$ cat config.mk
export PLATFORM = sky130hd
export DESIGN_NAME = cs_decode_unit
export DESIGN_NICKNAME = d
export VERILOG_FILES = /design/src/rtl/cs_decode_pkg.sv /design/src/rtl/cs_cfg_bank.sv /design/src/rtl/cs_chan_match.sv /design/src/rtl/cs_select_pick.sv /design/src/rtl/cs_decode_unit.sv
export SDC_FILE = /design/constraint.sdc
export NUM_CORES = 1
export LEC_CHECK = 0
export ABC_CLOCK_PERIOD_IN_PS = 2650
export CAP_MARGIN = 15
export CORE_UTILIZATION = 45
export CTS_BUF_LIST = sky130_fd_sc_hd__clkbuf_4 sky130_fd_sc_hd__clkbuf_8
export CTS_CLUSTER_SIZE = 25
export DETAILED_ROUTE_END_ITERATION = 6
export PLACE_DENSITY = 0.79
export SYNTH_ARGS = -nofsm -noshare
export SYNTH_HDL_FRONTEND = slang
export SYNTH_SLANG_ARGS = --single-unit
export TNS_END_PERCENT = 50
$ cat constraint.sdc
create_clock -name clk -period 2.65 [get_ports clk]
set_input_delay 0.53 -clock clk [delete_from_list [all_inputs] [get_ports clk]]
set_output_delay 0.53 -clock clk [all_outputs]
set_load 0.03 [all_outputs]
$ cat src/rtl/cs_decode_pkg.sv
package cs_decode_pkg;

  localparam int unsigned CFG_W      = 16;
  localparam int unsigned OPT_EN_BIT = 0;
  localparam int unsigned OPT_RO_BIT = 1;

  typedef struct packed {
    logic [CFG_W-1:0] base;
    logic [CFG_W-1:0] opt;
  } chan_cfg_t;

  function automatic logic chan_enabled(chan_cfg_t c);
    return c.opt[OPT_EN_BIT];
  endfunction

  function automatic logic chan_read_only(chan_cfg_t c);
    return c.opt[OPT_RO_BIT];
  endfunction

endpackage

$ cat src/rtl/cs_cfg_bank.sv
module cs_cfg_bank
  import cs_decode_pkg::*;
#(
  parameter int unsigned NCH      = 4,
  parameter int unsigned IDXW     = 3,
  parameter logic [15:0] RST_BASE0 = 16'h0000,
  parameter logic [15:0] RST_OPT0  = 16'hFC03
) (
  input  logic                clk,
  input  logic                rst_n,
  input  logic                cfg_we,
  input  logic [IDXW-1:0]     cfg_idx,
  input  logic [CFG_W-1:0]    cfg_wdata,
  output chan_cfg_t [NCH-1:0] cfg_o
);

  for (genvar g = 0; g < NCH; g++) begin : g_chan
    localparam logic [CFG_W-1:0] RB = (g == 0) ? RST_BASE0 : '0;
    localparam logic [CFG_W-1:0] RO = (g == 0) ? RST_OPT0  : '0;
    logic sel;
    assign sel = cfg_we && ((cfg_idx >> 1) == IDXW'(g));

    always_ff @(posedge clk or negedge rst_n) begin
      if (!rst_n) begin
        cfg_o[g].base <= RB;
        cfg_o[g].opt  <= RO;
      end else if (sel) begin
        if (cfg_idx[0]) cfg_o[g].opt  <= cfg_wdata;
        else            cfg_o[g].base <= cfg_wdata;
      end
    end
  end

  AST_CFG_HOLD: assert property (@(posedge clk) disable iff (!rst_n)
    !cfg_we |=> $stable(cfg_o)) else $error("config changed without write");

  AST_CFG_TAKE: assert property (@(posedge clk) disable iff (!rst_n)
    cfg_we && cfg_idx[0] && ((cfg_idx >> 1) < IDXW'(NCH))
    |=> cfg_o[$past(cfg_idx) >> 1].opt == $past(cfg_wdata)) else $error("option write lost");

endmodule

$ cat src/rtl/cs_chan_match.sv
module cs_chan_match
  import cs_decode_pkg::*;
#(
  parameter int unsigned CMPW = 11
) (
  input  logic [CMPW-1:0] addr_hi,
  input  logic            is_write,
  input  chan_cfg_t       cfg,
  output logic            hit
);

  logic [CMPW-1:0] mask, base_hi;
  logic            unused_cfg_bits;

  assign mask    = cfg.opt[CFG_W-1 -: CMPW];
  assign base_hi = cfg.base[CFG_W-1 -: CMPW];
  assign unused_cfg_bits = ^{cfg.base[CFG_W-1-CMPW:0], cfg.opt[CFG_W-1-CMPW:2]};

  always_comb begin
    hit = chan_enabled(cfg)
       && !(is_write && chan_read_only(cfg))
       && (((addr_hi ^ base_hi) & mask) == '0);
  end

endmodule

$ cat src/rtl/cs_select_pick.sv
module cs_select_pick #(
  parameter int unsigned NCH = 4
) (
  input  logic           clk,
  input  logic           rst_n,
  input  logic           valid,
  input  logic           iram_hit,
  input  logic           ireg_hit,
  input  logic [NCH-1:0] ch_hit,
  output logic [NCH-1:0] cs_sel,
  output logic           iram_sel,
  output logic           ireg_sel,
  output logic           no_sel
);

  always_comb begin
    cs_sel   = '0;
    iram_sel = 1'b0;
    ireg_sel = 1'b0;
    no_sel   = 1'b0;
    if (valid) begin
      if (iram_hit)      iram_sel = 1'b1;
      else if (ireg_hit) ireg_sel = 1'b1;
      else if (ch_hit == '0) no_sel = 1'b1;
      else begin
        for (int i = NCH - 1; i >= 0; i--) begin
          if (ch_hit[i]) cs_sel = NCH'(1) << i;
        end
      end
    end
  end

  AST_ONE_SELECT: assert property (@(posedge clk) disable iff (!rst_n)
    $onehot0({cs_sel, iram_sel, ireg_sel, no_sel})) else $error("multiple selects");

  AST_IDLE_QUIET: assert property (@(posedge clk) disable iff (!rst_n)
    !valid |-> ({cs_sel, iram_sel, ireg_sel, no_sel} == '0)) else $error("select while idle");

  AST_LOW_WINS: assert property (@(posedge clk) disable iff (!rst_n)
    (cs_sel != '0) |-> ((ch_hit & (cs_sel - NCH'(1))) == '0)) else $error("lower channel skipped");

  AST_INT_FIRST: assert property (@(posedge clk) disable iff (!rst_n)
    valid && (iram_hit || ireg_hit) |-> cs_sel == '0) else $error("channel beat internal window");

endmodule

$ cat src/rtl/cs_decode_unit.sv
module cs_decode_unit
  import cs_decode_pkg::*;
#(
  parameter int unsigned NCH        = 4,
  parameter int unsigned AW         = 24,
  parameter int unsigned BUS_AW     = 32,
  parameter int unsigned GRAN_LOG2  = 13,
  parameter int unsigned IWIN_LOG2  = 11,
  parameter int unsigned IRAM_BASE  = 32'h00FC_6000,
  parameter int unsigned IREG_BASE  = 32'h00FC_6800,
  localparam int unsigned IDXW      = $clog2(2 * NCH),
  localparam int unsigned CMPW      = AW - GRAN_LOG2
) (
  input  logic              clk,
  input  logic              rst_n,
  input  logic              cfg_we,
  input  logic [IDXW-1:0]   cfg_idx,
  input  logic [15:0]       cfg_wdata,
  input  logic              bus_valid,
  input  logic [BUS_AW-1:0] bus_addr,
  input  logic              bus_write,
  output logic [NCH-1:0]    cs_sel,
  output logic              iram_sel,
  output logic              ireg_sel,
  output logic              no_sel
);

  localparam int unsigned WINW = AW - IWIN_LOG2;
  localparam logic [AW-1:0] IRAM_B = AW'(IRAM_BASE);
  localparam logic [AW-1:0] IREG_B = AW'(IREG_BASE);

  chan_cfg_t [NCH-1:0] cfg;
  logic [AW-1:0]       phys;
  logic [NCH-1:0]      ch_hit;
  logic                iram_hit, ireg_hit;
  logic                unused_addr_bits;

  assign phys = bus_addr[AW-1:0];
  assign unused_addr_bits = ^{bus_addr[BUS_AW-1:AW], bus_addr[IWIN_LOG2-1:0]};

  assign iram_hit = (phys[AW-1 -: WINW] == IRAM_B[AW-1 -: WINW]);
  assign ireg_hit = (phys[AW-1 -: WINW] == IREG_B[AW-1 -: WINW]);

  cs_cfg_bank #(.NCH(NCH), .IDXW(IDXW)) u_bank (
    .clk(clk), .rst_n(rst_n), .cfg_we(cfg_we), .cfg_idx(cfg_idx),
    .cfg_wdata(cfg_wdata), .cfg_o(cfg)
  );

  for (genvar g = 0; g < NCH; g++) begin : g_match
    cs_chan_match #(.CMPW(CMPW)) u_match (
      .addr_hi(phys[AW-1 -: CMPW]), .is_write(bus_write),
      .cfg(cfg[g]), .hit(ch_hit[g])
    );

    AST_RO_NO_WRITE: assert property (@(posedge clk) disable iff (!rst_n)
      bus_write && cs_sel[g] |-> !chan_read_only(cfg[g])) else $error("read-only region took a write");

    AST_OFF_SILENT: assert property (@(posedge clk) disable iff (!rst_n)
      !chan_enabled(cfg[g]) |-> !cs_sel[g]) else $error("disabled channel selected");
  end

  cs_select_pick #(.NCH(NCH)) u_pick (
    .clk(clk), .rst_n(rst_n), .valid(bus_valid),
    .iram_hit(iram_hit), .ireg_hit(ireg_hit), .ch_hit(ch_hit),
    .cs_sel(cs_sel), .iram_sel(iram_sel), .ireg_sel(ireg_sel), .no_sel(no_sel)
  );

  AST_MISS_FLAG: assert property (@(posedge clk) disable iff (!rst_n)
    bus_valid && !iram_hit && !ireg_hit && (ch_hit == '0) |-> no_sel) else $error("miss not flagged");

endmodule

; ---- Yosys cells after proc, flatten, opt, wreduce, memory -nomap -nowiden
; Cells that the tools add are included.
[totals]
register_bits = 128
output_inout_bits = 7
elab_cells = 73
in_bits = 56
[classes]
n_mux = 17
n_reduce_logical = 34
eq_ne = 5
n_bitwise = 9
[ops]
columns = op, n
row1 = $and A11 B11 Y11, 4
row2 = $logic_not A11 Y1, 4
row3 = $xor A11 B11 Y11, 4
row4 = $mux W4, 8
row5 = $eq A13 B13 Y1 const B, 2
row6 = $logic_and A1 B1 Y1, 16
row7 = $reduce_and A2 Y1, 8
row8 = $mux W1, 9
row9 = $eq A2 B2 Y1 const B, 2
row10 = $logic_not A1 Y1, 4
row11 = $logic_not A4 Y1, 1
row12 = $logic_not A3 Y1, 1
row13 = $eq A2 B1 Y1 const B, 1
row14 = $not A1 Y1, 1

; ---- Depth between registers and ports, before layout
[logic_depth]
ltp_word = 12
depth_mapped = 6
mapped_depth_nobuf = 5

; ---- Modules after synthesis
; From an unflattened synthesis, not the netlist that was laid out.
[unflattened]
hier_cells = 383
area_unflattened_um2 = 5726.7
[by_module_without_submodules]
columns = mod, cells_each, n_inst, area_per_inst_um2, seq_area_each_um2
row1 = cs_cfg_bank, 279, 1, 4927.2, 3213.1
row2 = cs_chan_match, 22, 4, 165.2, 0.0
row3 = cs_select_pick, 9, 1, 75.1, 0.0
row4 = cs_decode_unit, 7, 1, 63.8, 0.0

; ---- Worst setup path after synthesis
; OpenSTA, ideal clock, no wires.
[synth_timing]
kind = input to output
from = in bus_addr[19]
to = out cs_sel[3]
path_buffers = 1
required_ns = 2.120
path_slack_ns = -0.238
arrival_ns = 2.358
stages = 6
cell_sequence = buf_2 xor2_1 a22oi_1 nand4_1 nor3_1 nor4b_1
[synth_via]
elab_chain_cells = 12
word_cells_on_any_way = 27
classes_between = 2 x eq/ne / 8 x mux / 8 x bitwise / 9 x reduce/logical
[synth_lines]
columns = item, line_no
row1 = from (decl), cs_decode_unit.sv:20  ; input logic [BUS_AW-1:0] bus_addr,
row2 = $xor A11 B11 Y11, cs_chan_match.sv:22  ; && (((addr_hi ^ base_hi) & mask) == '0);
row3 = $and A11 B11 Y11, cs_chan_match.sv:22
row4 = $logic_not A11 Y1, cs_chan_match.sv:22
row5 = $logic_and A1 B1 Y1, cs_chan_match.sv:22
row6 = $mux W4 (4 in series), cs_select_pick.sv:27  ; if (ch_hit[i]) cs_sel = NCH'(1) << i;
row7 = $mux W4, cs_select_pick.sv:24  ; else if (ch_hit == '0) no_sel = 1'b1;
row8 = $mux W4, cs_select_pick.sv:23  ; else if (ireg_hit) ireg_sel = 1'b1;
row9 = $mux W4 *, cs_select_pick.sv:22  ; if (iram_hit) iram_sel = 1'b1;
row10 = $mux W4 *, cs_select_pick.sv:21  ; if (valid) begin
row11 = to (decl), cs_decode_unit.sv:22  ; output logic [NCH-1:0] cs_sel,
; Every way passes the cells marked *; elsewhere a longest branch is shown, timed or not.

; ---- Final worst setup path
[layout_timing]
from = in bus_addr[18]
to = out cs_sel[3]
; The elaborated chain is that of the path after synthesis.

==> flow_summary.toml <==
[clocking]
tritoncts = "yes"
cts_buffers = 9
clock_latency_ps = 370
cts-htree-levels = 3
path_clk_slew_ps = 90
holdBufCountCts = 0
clock_path_buffers = 2
clock-sinks = 96
cts_root_buf = "clkbuf_8"

[timing]
fin_worst_skew_ps = 0
relSlewSlack_pct = 62.5
finalSetupViolCount = 0
final-max-slew-violation-count = 0
min_period_ps = 2640
finalCritPeriodShare_pct = 99.5
slew_at_the_pin_closest_to_its_max_slew_limit_ps = 562
rsz0062_at_grt = "yes"
finalSetupTns_ps = 0
report.final.hold_viol_count = 0
max_freq_mhz = 379

[grt]
total_congestion_overflow = 0
first_global_vias = 2941
grt_start_max_net_pins = 53
grt_first_pass_wirelength_um = 15800
number_of_antenna_violations_at_the_first_check_in_global_routing = 0
track_usage_pct = 21.3

[layout]
final_common_cell = "mux2_2"
drive_above_1_share_pct = 50.6
fillers = 739
largest_register = "u_bank.cfg_o"
final_util_pct = 58.6
nNetsFinal = 440
diodes = 0
final_cell_mix = "96 x mux2_2, 88 x dfrtp_1, 42 x xor2_1, 28 x buf_4, 19 x clkdlybuf4s50_1"
largest_register_ffs = 96
non_filler_cells_in_the_finished_layout = 518
largest_registers = "u_bank.cfg_o (96)"
layout-area-overhead-vs-synth_pct = 24.7
stdcell_area_sq_um = 5500

[floorplanning]
fp.dieH_um = 101
core.rowCount = 35
die_x_um = 101
die_area_sq_um = 10200
initial_utilization_pct = 47.0
top_level_ports = 63
placeableCoreArea_sq_um = 9370

[routing]
detailed_route_iter0_violations = 114
num_vias = 2818
firstDrtPassIters = 4
vias_per_cell = 5.44
finalWirelength_um = 9810
route.detailed.drc = 0
routed_wire_length_per_instance_um = 18.9
ant_nets = 0

[critical_path]
crit_path_start_kind = "primary input"
cp-end-kind = "output port"
cp.arrival_ps = 2110
worstSetupPathType = "primary input to output port"
worstPathRequired_ps = 2120
worst-path-max-fanout = 5

[yosys]
synth_seq_area_share_pct = 54.7
area_fraction_of_the_dominant_cell_type_after_synthesis_pct = 50.0
synth.avg_cell_area_sq_um = 13.7
synth.largest_area_cell = "dfrtp_1"
synthTopCellsByArea = "dfrtp_1 50%, mux2_2 25%, xor2_1 8.7%"
syn-num-nets = 378
yosysUniqueCellTypes = 23
synth_area_sq_um = 4410
synth_cells = 322
synth-seq-cells = 96
synth_warnings = 0

[placed_design]
placed_cells = 499
dpl_cell_area_sq_um = 5090
hpwlAfterDp_um = 6580
portBuffers = 40
gp_congestion = 0.831

[power]
report.power.total_uw = 4020
leakage_uw = 0.00238
peakVddDrop_mv = 0.427
power_density_nw_per_um2 = 732

[flow_run]
max_cap_viol_count = 0

[worst_hold_path]
holdCritPathClass = "primary input to async pin"

[run_status]
run_status = "finished clean"
==> synthesized netlist by cell type (all sizes together) <==
master   n
nor2b    1
buf     18
nor3     6
nor3b    3
dfrtp   88
nand4b   4
nand2   18
a22oi   20
xor2    44
o31ai    1
mux2    96
nand2b   1
nand4    6
or4b     1
clkbuf   1
dfstp    8
nor2     1
nor4     2
nor4b    2
and3     1
==> final cells by class <==
class | instances | area (sq um) | area share [%]
sequential | 96 | 2410 | 43.9
multi-input combinational | 207 | 2070 | 37.7
timing repair buffer | 70 | 632 | 11.5
tap | 129 | 161 | 2.94
clock buffer | 9 | 124 | 2.25
clock inverter | 7 | 92.6 | 1.68
==> metrics by stage <==
step | hold WS [ps] | setup WS, ps
2_1_floorplan | 234 | -50.9
5_1_grt | 174 | -47.2
3_3_place_gp | 488 | -462
6_report | 140 | 14.3
3_5_place_dp | 494 | -514
4_1_cts | 156 | 2.69
==> worst paths after layout <==
path	from	end	slack (ps)	cells after the start
worst min-delay path	rst_n	u_bank.cfg_o[54]	140	1
max in group asynchronous	rst_n	u_bank.cfg_o[13]	1780	2
min in group clk	u_bank.cfg_o[102]	u_bank.cfg_o[102]	510	1
worst max register to register	u_bank.cfg_o[41]	u_bank.cfg_o[41]	1850	1
worst min register to register	u_bank.cfg_o[102]	u_bank.cfg_o[102]	510	1
worst max-delay path	bus_addr[18]	cs_sel[3]	10	7
==> repair_timing <==
action	4_1_cts	5_1_grt
setup endpoints to repair	7	5
setup buffers	0	4
resized for setup	52	25
cloned	0	0
pin swaps	17	15
==> report_power, final <==
part / internal, uW / switching [uW]
registers: 1810 / 197
logic: 523 / 444
clock network: 533 / 520
==> critical path: stages <==
cell,delay [ps]
dlygate4sd2_1,320
xor2_1,200
a22oi_1,240
nand2_1,100
nor3_2,230
nor4b_4,300
buf_6,180
==> cell families (layout without fill, tap and decap cells) <==
family	after synthesis	after routing	share of synthesized area, %
DFF	96	96	54.7
xor gates and xnor gates	44	44	8.74
buffers and inverters	19	86	2.27
and+or+nand+nor	46	46	6.05
muxes	96	96	24.5
AOI/OAI and AO/OA	21	21	3.69
==> metal layers <==
layer | part of all wire, % | vias to the layer above | global-route usage (%)
li1 | - | 1270 | -
met1 | 45 | 1469 | 28.2
met2 | 49 | 59 | 34.8
met3 | 3.4 | 20 | 4.09
met4 | 2.6 | 0 | 8.47
met5 | 0 | - | 0
No activity file was read; power rests on OpenSTA's default activity.
